File: config.mk
export PLATFORM = sky130hd
export DESIGN_NAME = membist_seq
export DESIGN_NICKNAME = d
export VERILOG_FILES = /design/src/rtl/membist_pkg.sv /design/src/rtl/membist_phase_rom.sv /design/src/rtl/membist_addr_gen.sv /design/src/rtl/membist_compare.sv /design/src/rtl/membist_seq.sv
export SDC_FILE = /design/constraint.sdc
export NUM_CORES = 1
export LEC_CHECK = 0
export ABC_AREA = 1
export BUFFER_PORTS_ARGS = -buffer_cell sky130_fd_sc_hd__buf_2
export CAP_MARGIN = 20
export CORE_MARGIN = 2
export CORE_UTILIZATION = 42
export DETAILED_ROUTE_END_ITERATION = 16
export GPL_TIMING_DRIVEN = 0
export SYNTH_ARGS = -nofsm -noshare
export SYNTH_HDL_FRONTEND = slang
export SYNTH_HIERARCHICAL = 1
export SYNTH_SLANG_ARGS = --single-unit
File: constraint.sdc
create_clock -name clk -period 6.7 [get_ports clk]
set_input_delay 1.34 -clock clk [delete_from_list [all_inputs] [get_ports clk]]
set_output_delay 1.34 -clock clk [all_outputs]
set_load 0.02 [all_outputs]
File: src/rtl/membist_pkg.sv
// Package: shared types for the memory self-test sequencer.
// Assumes: commands fit in 2 bits; no algorithm has more than 8 phases.
package membist_pkg;

    typedef enum logic [1:0] {
        CMD_DUMMY = 2'd0,
        CMD_READ  = 2'd1,
        CMD_WRITE = 2'd2,
        CMD_RMW   = 2'd3
    } mem_cmd_e;

    typedef enum logic [2:0] {
        PK_WRITE,
        PK_READ,
        PK_RDWR,
        PK_RMW,
        PK_PAUSE
    } phase_kind_e;

    typedef struct packed {
        phase_kind_e kind;
        logic        down;  // walk from the top address downward
        logic        rinv;  // expected read data is the complement
        logic        winv;  // write data is the complement
        logic        last;  // final phase of the list
    } phase_t;

    localparam logic [2:0] ALG_MARCH  = 3'd0;
    localparam logic [2:0] ALG_RMW    = 3'd1;
    localparam logic [2:0] ALG_PAGE   = 3'd2;
    localparam logic [2:0] ALG_RETAIN = 3'd3;

    localparam int WARM_OPS = 8;

    function automatic phase_t mk_phase(phase_kind_e k, logic dn, logic ri, logic wi, logic ls);
        phase_t p;
        p.kind = k;
        p.down = dn;
        p.rinv = ri;
        p.winv = wi;
        p.last = ls;
        return p;
    endfunction

endpackage

File: src/rtl/membist_phase_rom.sv
// Module: phase table, one entry per (algorithm, phase index).
// Assumes: the index never goes past the entry that is flagged last.
module membist_phase_rom
    import membist_pkg::*;
(
    input  logic [2:0] alg,
    input  logic [2:0] idx,
    output phase_t     ph
);
    // Purpose: combinational lookup of the current phase descriptor.
    always_comb begin
        ph = mk_phase(PK_PAUSE, 1'b0, 1'b0, 1'b0, 1'b1);
        unique case (alg)
            ALG_MARCH: case (idx)
                3'd0:    ph = mk_phase(PK_WRITE, 1'b0, 1'b0, 1'b0, 1'b0);
                3'd1:    ph = mk_phase(PK_RDWR,  1'b0, 1'b0, 1'b1, 1'b0);
                3'd2:    ph = mk_phase(PK_RDWR,  1'b1, 1'b1, 1'b0, 1'b0);
                3'd3:    ph = mk_phase(PK_RDWR,  1'b1, 1'b0, 1'b1, 1'b0);
                default: ph = mk_phase(PK_READ,  1'b0, 1'b1, 1'b0, 1'b1);
            endcase
            ALG_RMW: case (idx)
                3'd0:    ph = mk_phase(PK_WRITE, 1'b0, 1'b0, 1'b0, 1'b0);
                3'd1:    ph = mk_phase(PK_RMW,   1'b0, 1'b0, 1'b1, 1'b0);
                3'd2:    ph = mk_phase(PK_WRITE, 1'b0, 1'b0, 1'b1, 1'b0);
                3'd3:    ph = mk_phase(PK_RMW,   1'b0, 1'b1, 1'b0, 1'b0);
                default: ph = mk_phase(PK_READ,  1'b0, 1'b0, 1'b0, 1'b1);
            endcase
            ALG_PAGE: case (idx)
                3'd0:    ph = mk_phase(PK_WRITE, 1'b0, 1'b0, 1'b0, 1'b0);
                3'd1:    ph = mk_phase(PK_RDWR,  1'b0, 1'b0, 1'b1, 1'b0);
                default: ph = mk_phase(PK_RDWR,  1'b0, 1'b1, 1'b0, 1'b1);
            endcase
            default: case (idx)
                3'd0:    ph = mk_phase(PK_WRITE, 1'b0, 1'b0, 1'b0, 1'b0);
                3'd1:    ph = mk_phase(PK_PAUSE, 1'b0, 1'b0, 1'b0, 1'b0);
                3'd2:    ph = mk_phase(PK_READ,  1'b0, 1'b0, 1'b0, 1'b0);
                3'd3:    ph = mk_phase(PK_WRITE, 1'b0, 1'b0, 1'b1, 1'b0);
                3'd4:    ph = mk_phase(PK_PAUSE, 1'b0, 1'b0, 1'b0, 1'b0);
                default: ph = mk_phase(PK_READ,  1'b0, 1'b1, 1'b0, 1'b1);
            endcase
        endcase
    end
endmodule

File: src/rtl/membist_addr_gen.sv
// Module: step counter and address former for one phase.
// Assumes: PAGE_AW < AW; the counter is cleared at each phase boundary.
//          It also times pauses, so it is CW bits wide.
module membist_addr_gen #(
    parameter int AW      = 6,
    parameter int PAGE_AW = 3,
    parameter int CW      = 8
) (
    input  logic                  clk,
    input  logic                  rst_n,
    input  logic                  clear,
    input  logic                  step,
    input  logic                  paged,
    input  logic [AW-PAGE_AW-1:0] page,
    input  logic                  down,
    output logic [CW-1:0]         cnt,
    output logic                  at_end,
    output logic [AW-1:0]         addr
);
    localparam int DEPTH      = 1 << AW;
    localparam int PAGE_WORDS = 1 << PAGE_AW;

    logic [AW-1:0] span_last;
    logic [AW-1:0] base;
    logic [AW-1:0] off;

    // Purpose: count steps within the current phase.
    always_ff @(posedge clk) begin
        if (!rst_n)     cnt <= '0;
        else if (clear) cnt <= '0;
        else if (step)  cnt <= cnt + 1'b1;
    end

    // Purpose: map the step count onto an address within the active span.
    always_comb begin
        span_last = paged ? AW'(PAGE_WORDS - 1) : AW'(DEPTH - 1);
        base      = paged ? {page, {PAGE_AW{1'b0}}} : '0;
        off       = cnt[AW-1:0];
        addr      = base + (down ? (span_last - off) : off);
        at_end    = (cnt == CW'(span_last));
    end
endmodule

File: src/rtl/membist_compare.sv
// Module: read-data checker with a one-cycle pipeline, plus first-fail capture.
// Assumes: read data comes back exactly one cycle after the request.
module membist_compare #(
    parameter int AW = 6,
    parameter int DW = 16
) (
    input  logic          clk,
    input  logic          rst_n,
    input  logic          clear,
    input  logic          chk_v,
    input  logic [AW-1:0] chk_addr,
    input  logic [DW-1:0] chk_exp,
    input  logic [DW-1:0] rdata,
    output logic          fail,
    output logic [AW-1:0] fail_addr,
    output logic [DW-1:0] fail_exp,
    output logic [DW-1:0] fail_act
);
    logic          pend_v;
    logic [AW-1:0] pend_addr;
    logic [DW-1:0] pend_exp;
    logic          mismatch;

    // Purpose: hold the expectation of the read that is in flight.
    always_ff @(posedge clk) begin
        if (!rst_n) begin
            pend_v    <= 1'b0;
            pend_addr <= '0;
            pend_exp  <= '0;
        end else begin
            pend_v    <= chk_v;
            pend_addr <= chk_addr;
            pend_exp  <= chk_exp;
        end
    end

    assign mismatch = pend_v && (rdata != pend_exp);

    // Purpose: latch only the first mismatch; clear it on a new run.
    always_ff @(posedge clk) begin
        if (!rst_n || clear) begin
            fail      <= 1'b0;
            fail_addr <= '0;
            fail_exp  <= '0;
            fail_act  <= '0;
        end else if (mismatch && !fail) begin
            fail      <= 1'b1;
            fail_addr <= pend_addr;
            fail_exp  <= pend_exp;
            fail_act  <= rdata;
        end
    end
endmodule

File: src/rtl/membist_seq.sv
// Module: top of the memory self-test sequencer.
// Steps through warm-up, the phase list of the chosen algorithm and a drain cycle.
// Assumes: a single-port RAM that takes one request per cycle and has one cycle
//          of read latency. PAUSE_CYC >= 1.
module membist_seq
    import membist_pkg::*;
#(
    parameter int          AW        = 6,
    parameter int          DW        = 16,
    parameter int          PAGE_AW   = 3,
    parameter int          PAUSE_CYC = 100,
    parameter logic [15:0] BG        = 16'h5A5A
) (
    input  logic          clk,
    input  logic          rst_n,
    input  logic          start,
    input  logic [2:0]    alg_sel,
    output logic          mem_req,
    output logic [1:0]    mem_cmd,
    output logic [AW-1:0] mem_addr,
    output logic [DW-1:0] mem_wdata,
    input  logic [DW-1:0] mem_rdata,
    output logic          busy,
    output logic          done,
    output logic          fail,
    output logic [AW-1:0] fail_addr,
    output logic [DW-1:0] fail_exp,
    output logic [DW-1:0] fail_act
);
    localparam int PG_W  = AW - PAGE_AW;
    localparam int PW    = $clog2(PAUSE_CYC + 1);
    localparam int CW    = (PW > AW) ? PW : AW;
    localparam int WRM_W = $clog2(WARM_OPS);
    localparam logic [DW-1:0] BGW = DW'(BG);

    typedef enum logic [1:0] {S_IDLE, S_WARM, S_RUN, S_DRAIN} state_e;

    state_e           state;
    logic [2:0]       alg;
    logic [2:0]       pidx;
    logic [PG_W-1:0]  page;
    logic [WRM_W-1:0] warm;
    logic             sub;
    logic             done_q;

    phase_t           ph;
    logic [CW-1:0]    cnt;
    logic             at_end;
    logic             step;
    logic             ph_end;
    logic             accept;
    logic             chk_v;
    logic [DW-1:0]    wpat;
    logic [DW-1:0]    rpat;
    mem_cmd_e         cmd;

    membist_phase_rom u_rom (.alg(alg), .idx(pidx), .ph(ph));

    membist_addr_gen #(.AW(AW), .PAGE_AW(PAGE_AW), .CW(CW)) u_addr (
        .clk(clk), .rst_n(rst_n), .clear(accept || ph_end), .step(step),
        .paged(alg == ALG_PAGE), .page(page), .down(ph.down),
        .cnt(cnt), .at_end(at_end), .addr(mem_addr)
    );

    membist_compare #(.AW(AW), .DW(DW)) u_cmp (
        .clk(clk), .rst_n(rst_n), .clear(accept), .chk_v(chk_v),
        .chk_addr(mem_addr), .chk_exp(rpat), .rdata(mem_rdata),
        .fail(fail), .fail_addr(fail_addr), .fail_exp(fail_exp), .fail_act(fail_act)
    );

    assign accept  = (state == S_IDLE) && start && !alg_sel[2];
    assign busy    = (state != S_IDLE);
    assign done    = done_q;
    assign mem_cmd = cmd;

    // Purpose: decode the current phase and sub-step into this cycle's request.
    always_comb begin
        mem_req   = 1'b0;
        cmd       = CMD_DUMMY;
        mem_wdata = '0;
        chk_v     = 1'b0;
        step      = 1'b0;
        ph_end    = 1'b0;
        wpat      = BGW ^ {DW{ph.winv}};
        rpat      = BGW ^ {DW{ph.rinv}};
        if (state == S_WARM) begin
            mem_req = 1'b1;
        end else if (state == S_RUN) begin
            unique case (ph.kind)
                PK_WRITE: begin
                    mem_req = 1'b1; cmd = CMD_WRITE; mem_wdata = wpat;
                    step = 1'b1; ph_end = at_end;
                end
                PK_READ: begin
                    mem_req = 1'b1; cmd = CMD_READ; chk_v = 1'b1;
                    step = 1'b1; ph_end = at_end;
                end
                PK_RDWR: begin
                    mem_req = 1'b1;
                    if (sub) begin
                        cmd = CMD_WRITE; mem_wdata = wpat;
                        step = 1'b1; ph_end = at_end;
                    end else begin
                        cmd = CMD_READ; chk_v = 1'b1;
                    end
                end
                PK_RMW: begin
                    mem_req = 1'b1; cmd = CMD_RMW; mem_wdata = wpat; chk_v = 1'b1;
                    step = 1'b1; ph_end = at_end;
                end
                default: begin
                    step   = 1'b1;
                    ph_end = (cnt == CW'(PAUSE_CYC - 1));
                end
            endcase
        end
    end

    // Purpose: sequence the run state, the phase index, the page and the sub-step.
    always_ff @(posedge clk) begin
        if (!rst_n) begin
            state  <= S_IDLE;
            alg    <= '0;
            pidx   <= '0;
            page   <= '0;
            warm   <= '0;
            sub    <= 1'b0;
            done_q <= 1'b0;
        end else begin
            unique case (state)
                S_IDLE: if (accept) begin
                    state  <= S_WARM;
                    alg    <= alg_sel;
                    pidx   <= '0;
                    page   <= '0;
                    warm   <= '0;
                    sub    <= 1'b0;
                    done_q <= 1'b0;
                end
                S_WARM: begin
                    warm <= warm + 1'b1;
                    if (warm == WRM_W'(WARM_OPS - 1)) state <= S_RUN;
                end
                S_RUN: begin
                    if (ph.kind == PK_RDWR) sub <= ~sub;
                    if (ph_end) begin
                        if (!ph.last) begin
                            pidx <= pidx + 1'b1;
                        end else if (alg == ALG_PAGE && page != '1) begin
                            page <= page + 1'b1;
                            pidx <= '0;
                        end else begin
                            state <= S_DRAIN;
                        end
                    end
                end
                default: begin
                    state  <= S_IDLE;
                    done_q <= 1'b1;
                end
            endcase
        end
    end
endmodule

==> run_results.csv <==
group,metric,value,unit
synthesis,synth.yosys.seq_area_share,36.4,%
setup_path,critical_path_top_delay_cell,"nor3_1",
die,core-area,10800,um2
placed_design,dpl-instance-area,5290,um2
setup_path,cpPeakStageDelay,0.65,ns
clock_network,clkSlewWorstSetupHoldPaths,0.08,ns
die,height_of_the_die,109,um
job,cap_violations,0,
cells_and_area,layout.core_utilization,50.8,%
cells_and_area,layout-drive-gt1-share,24.6,%
sta,holdWs,0.474,ns
grt,grt_use_total,19.4,%
sta,period_needed,4.55,ns
die,io_pins,88,
die,die_width,109,um
grt,first_pass_grt_wire_length,18.1,mm
routing,detail-route-antenna-nets,0,
synthesis,synth_enable_flop_cells,0,
routing,drt_iter0_markers,238,
sta,timing.slew.headroom,47.0,%
setup_path,regToRegSetupSlack,3.78,ns
die,initial_core_utilization,43.1,%
placed_design,pre_cts_ws,2.56,ns
power,p_total,1.50,mW
clock_network,clock_insertion_delay_worst_skew,0.37,ns
synthesis,synth_cells,691,
setup_path,cpMostUsedCell,"nand2_1",
clock_network,hold_buffers,0,
grt,pin_count_of_the_biggest_net_entering_global_routing,15,
cells_and_area,area_growth_synth_to_finish,17.9,%
sta,worst_slack,2.15,ns
synthesis,yosys.cell_types.count,35,
synthesis,netlist_area,4670,um2
synthesis,count_of_synthesis_stage_warnings_from_yosys,6,
synthesis,async_reset_ff_share,0,%
placed_design,hpwl,8.75,mm
setup_path,endpoint_kind,"output pin",
cells_and_area,nNetsFinal,826,
routing,remaining_drc_errors,0,
routing,detailedRoute.firstPassIterationCount,4,
synthesis,post-synth-top-area-cell,"dfxtp_1",
placed_design,gp_congestion,0.863,
cells_and_area,fillerInstances,1106,
setup_path,worst_r2r_path_depth,15,
setup_path,worst_r2r_startpoint,"pidx[2]",
hold_path,timing.hold.worst.class,"reg2reg",
die,die-area,12000,um2
synthesis,netlist_top_cells_area,"dfxtp_1 (36%), nand2_1 (14%), inv_1 (8.4%)",
cells_and_area,postLayoutCellArea,5510,um2
clock_network,tritoncts_num_sinks,85,
cells_and_area,stdcell_count,934,
clock_network,htree_levels,3,
setup_path,cp-start-kind,"flop",
grt,antenna_found_initial,0,
grt,grt_pass1_vias,3888,
clock_network,cts-buffers-inserted,9,
setup_path,critical_path_data_required_time,5.36,ns
sta,setup_violations,0,
sta,timing_max_transition_violations_final,0,
setup_path,setup.worst_path.end,"mem_addr[5]",
clock_network,ctsLongestPathBuffers,2,
power,ir_worst_vdd,205,uV
synthesis,syn-num-nets,728,
sta,min_period_over_period,68.0,%
setup_path,critPathKind,"reg2out",
run_status,outcome,"finished clean",
routing,route.vias.total,4347,
clock_network,root_buffer_cell,"clkbuf_8",
placed_design,dpl.cell_count,918,
synthesis,yosys_register_bits,85,
setup_path,worstSetupPathDepth,14,
sta,achievable-frequency,0.220,GHz
synthesis,most_frequent_cell_after_synthesis,"nand2_1",
sta,worst_slew_pin_slew,0.789,ns
sta,finalSetupTns,0,ns
die,floorplan.rows,38,
power,cellPowerDensity,273,nW/um2
routing,route.detailed.wl_per_inst,12.0,um
sta,timing.final.hold_violations,0,
grt,grt_overflow_total,0,
setup_path,crit_fanout,10,
setup_path,worstPathCellList,"inv_2 > nand2_2 > nor3_1 > inv_1 > nand2_1 > o21ai_0 > ha_1 > fa_1 > nand3b_1 > nand2_1 > nand2_1 > nand2_1 > inv_1 > buf_2",
setup_path,rr_endpoint,"u_cmp/pend_addr[5]",
setup_path,cp_top_family,"simple AND/OR/NAND/NOR gates",
setup_path,timing.critical_path.arrival,3.21,ns
synthesis,synth_flop_cell,"dfxtp_1",
synthesis,synth.avg_cell_area,6.76,um2
clock_network,post_cts.resized_instances,0,
synthesis,synth_common_cells,"nand2_1 (175), inv_1 (105), nor2_1 (89)",
placed_design,io_buffer_count,87,
power,power.leakage,2.87,nW
setup_path,critPathBufInv,4,
synthesis,yosys.area.top_type_share,36.4,%
routing,totalWireLength,11.2,mm
clock_network,post_cts_setup_repair_bufs,0,
setup_path,startpoint,"pidx[2]",
sta,worst_clock_skew,0.0106,ns
routing,viasPerCell,4.65,
clock_network,clock_tree_from_tritoncts,"yes",
sta,rsz0062_at_grt,"false",
cells_and_area,antenna_cells_inserted,0,
-- power by group --
part / internal (mW) / switching [mW] / leakage (nW)
Combinational: 0.190 / 0.328 / 2.07
Clock: 0.221 / 0.193 / 0.106
Sequential: 0.541 / 0.0307 / 0.690
Total: 0.952 / 0.551 / 2.87
-- how the worst min path moves through the flow --
stage                                  from  slack (ns)  cells after the start                 to
final                               warm[1]        0.47                      2            warm[1]
after detailed placement  u_cmp/fail_act[0]        0.46                      2  u_cmp/fail_act[0]
after floorplan                     warm[1]        0.45                      2            warm[1]
after CTS                           warm[1]        0.48                      2            warm[1]
after global routing      u_cmp/fail_act[1]        0.51                      2  u_cmp/fail_act[1]
after global placement              warm[2]        0.46                      2            warm[2]
-- layout by cell type (no fill, tap or decap), drive strengths merged, types with 3 or more instances in the layout --
cell / count
nand2: 180
buf: 118
inv: 116
nor2: 98
dfxtp: 85
nand3: 57
a21oi: 53
clkbuf: 18
o21ai: 17
ha: 13
nand4: 9
nor3: 8
xor2: 3
or2: 3
-- worst register-to-register path, delay by kind of cell (launching register included) --
family	cells	cell delay (ns)
DFF	1	0.42
buffers and inverters	4	0.44
and+or+nand+nor	8	1.25
adders and majority gates	2	0.61
AOI/OAI and AO/OA	1	0.10
-- sequential cells by signal, indices dropped and copies added, names as in the netlist --
| signal | count |
|---|---|
| pidx | 3 |
| u_cmp/fail_act | 16 |
| warm | 3 |
| u_cmp/fail_exp | 16 |
| sub | 1 |
| page | 3 |
| u_cmp/pend_exp | 16 |
| u_addr/cnt | 7 |
| u_cmp/pend_addr | 6 |
| state | 2 |
| u_cmp/fail | 1 |
| u_cmp/fail_addr | 6 |
| u_cmp/pend_v | 1 |
| alg | 3 |
| done | 1 |
-- cell families (layout without fill, tap and decap cells) --
group           after synthesis  in the layout  share of synthesized area, %
compound gates               76             76                          10.9
xor+xnor                      3              3                         0.562
fa+ha+maj                    15             15                          4.34
buf+inv                     155            258                          14.7
flops                        85             85                          36.4
simple gates                357            357                          33.0
-- per-layer routing --
metal	up-vias	part of all wire [%]	track usage, %
met5	-	0	0
met4	0	1.5	8.59
met3	11	4.3	2.73
met2	74	45	31.2
met1	1955	49	26.0
li1	2307	-	-
-- layout make-up --
class	count	area, um2	area share, %
multi-input cells	451	2280	41.4
flip-flops and latches	85	1700	30.9
inverters	117	439	7.97
repair buffers	87	435	7.90
plain buffers	38	250	4.54
well taps	140	175	3.18
clock buffers	11	141	2.57
clock inverters	5	83.8	1.52
(Power assumes the default switching activity.)
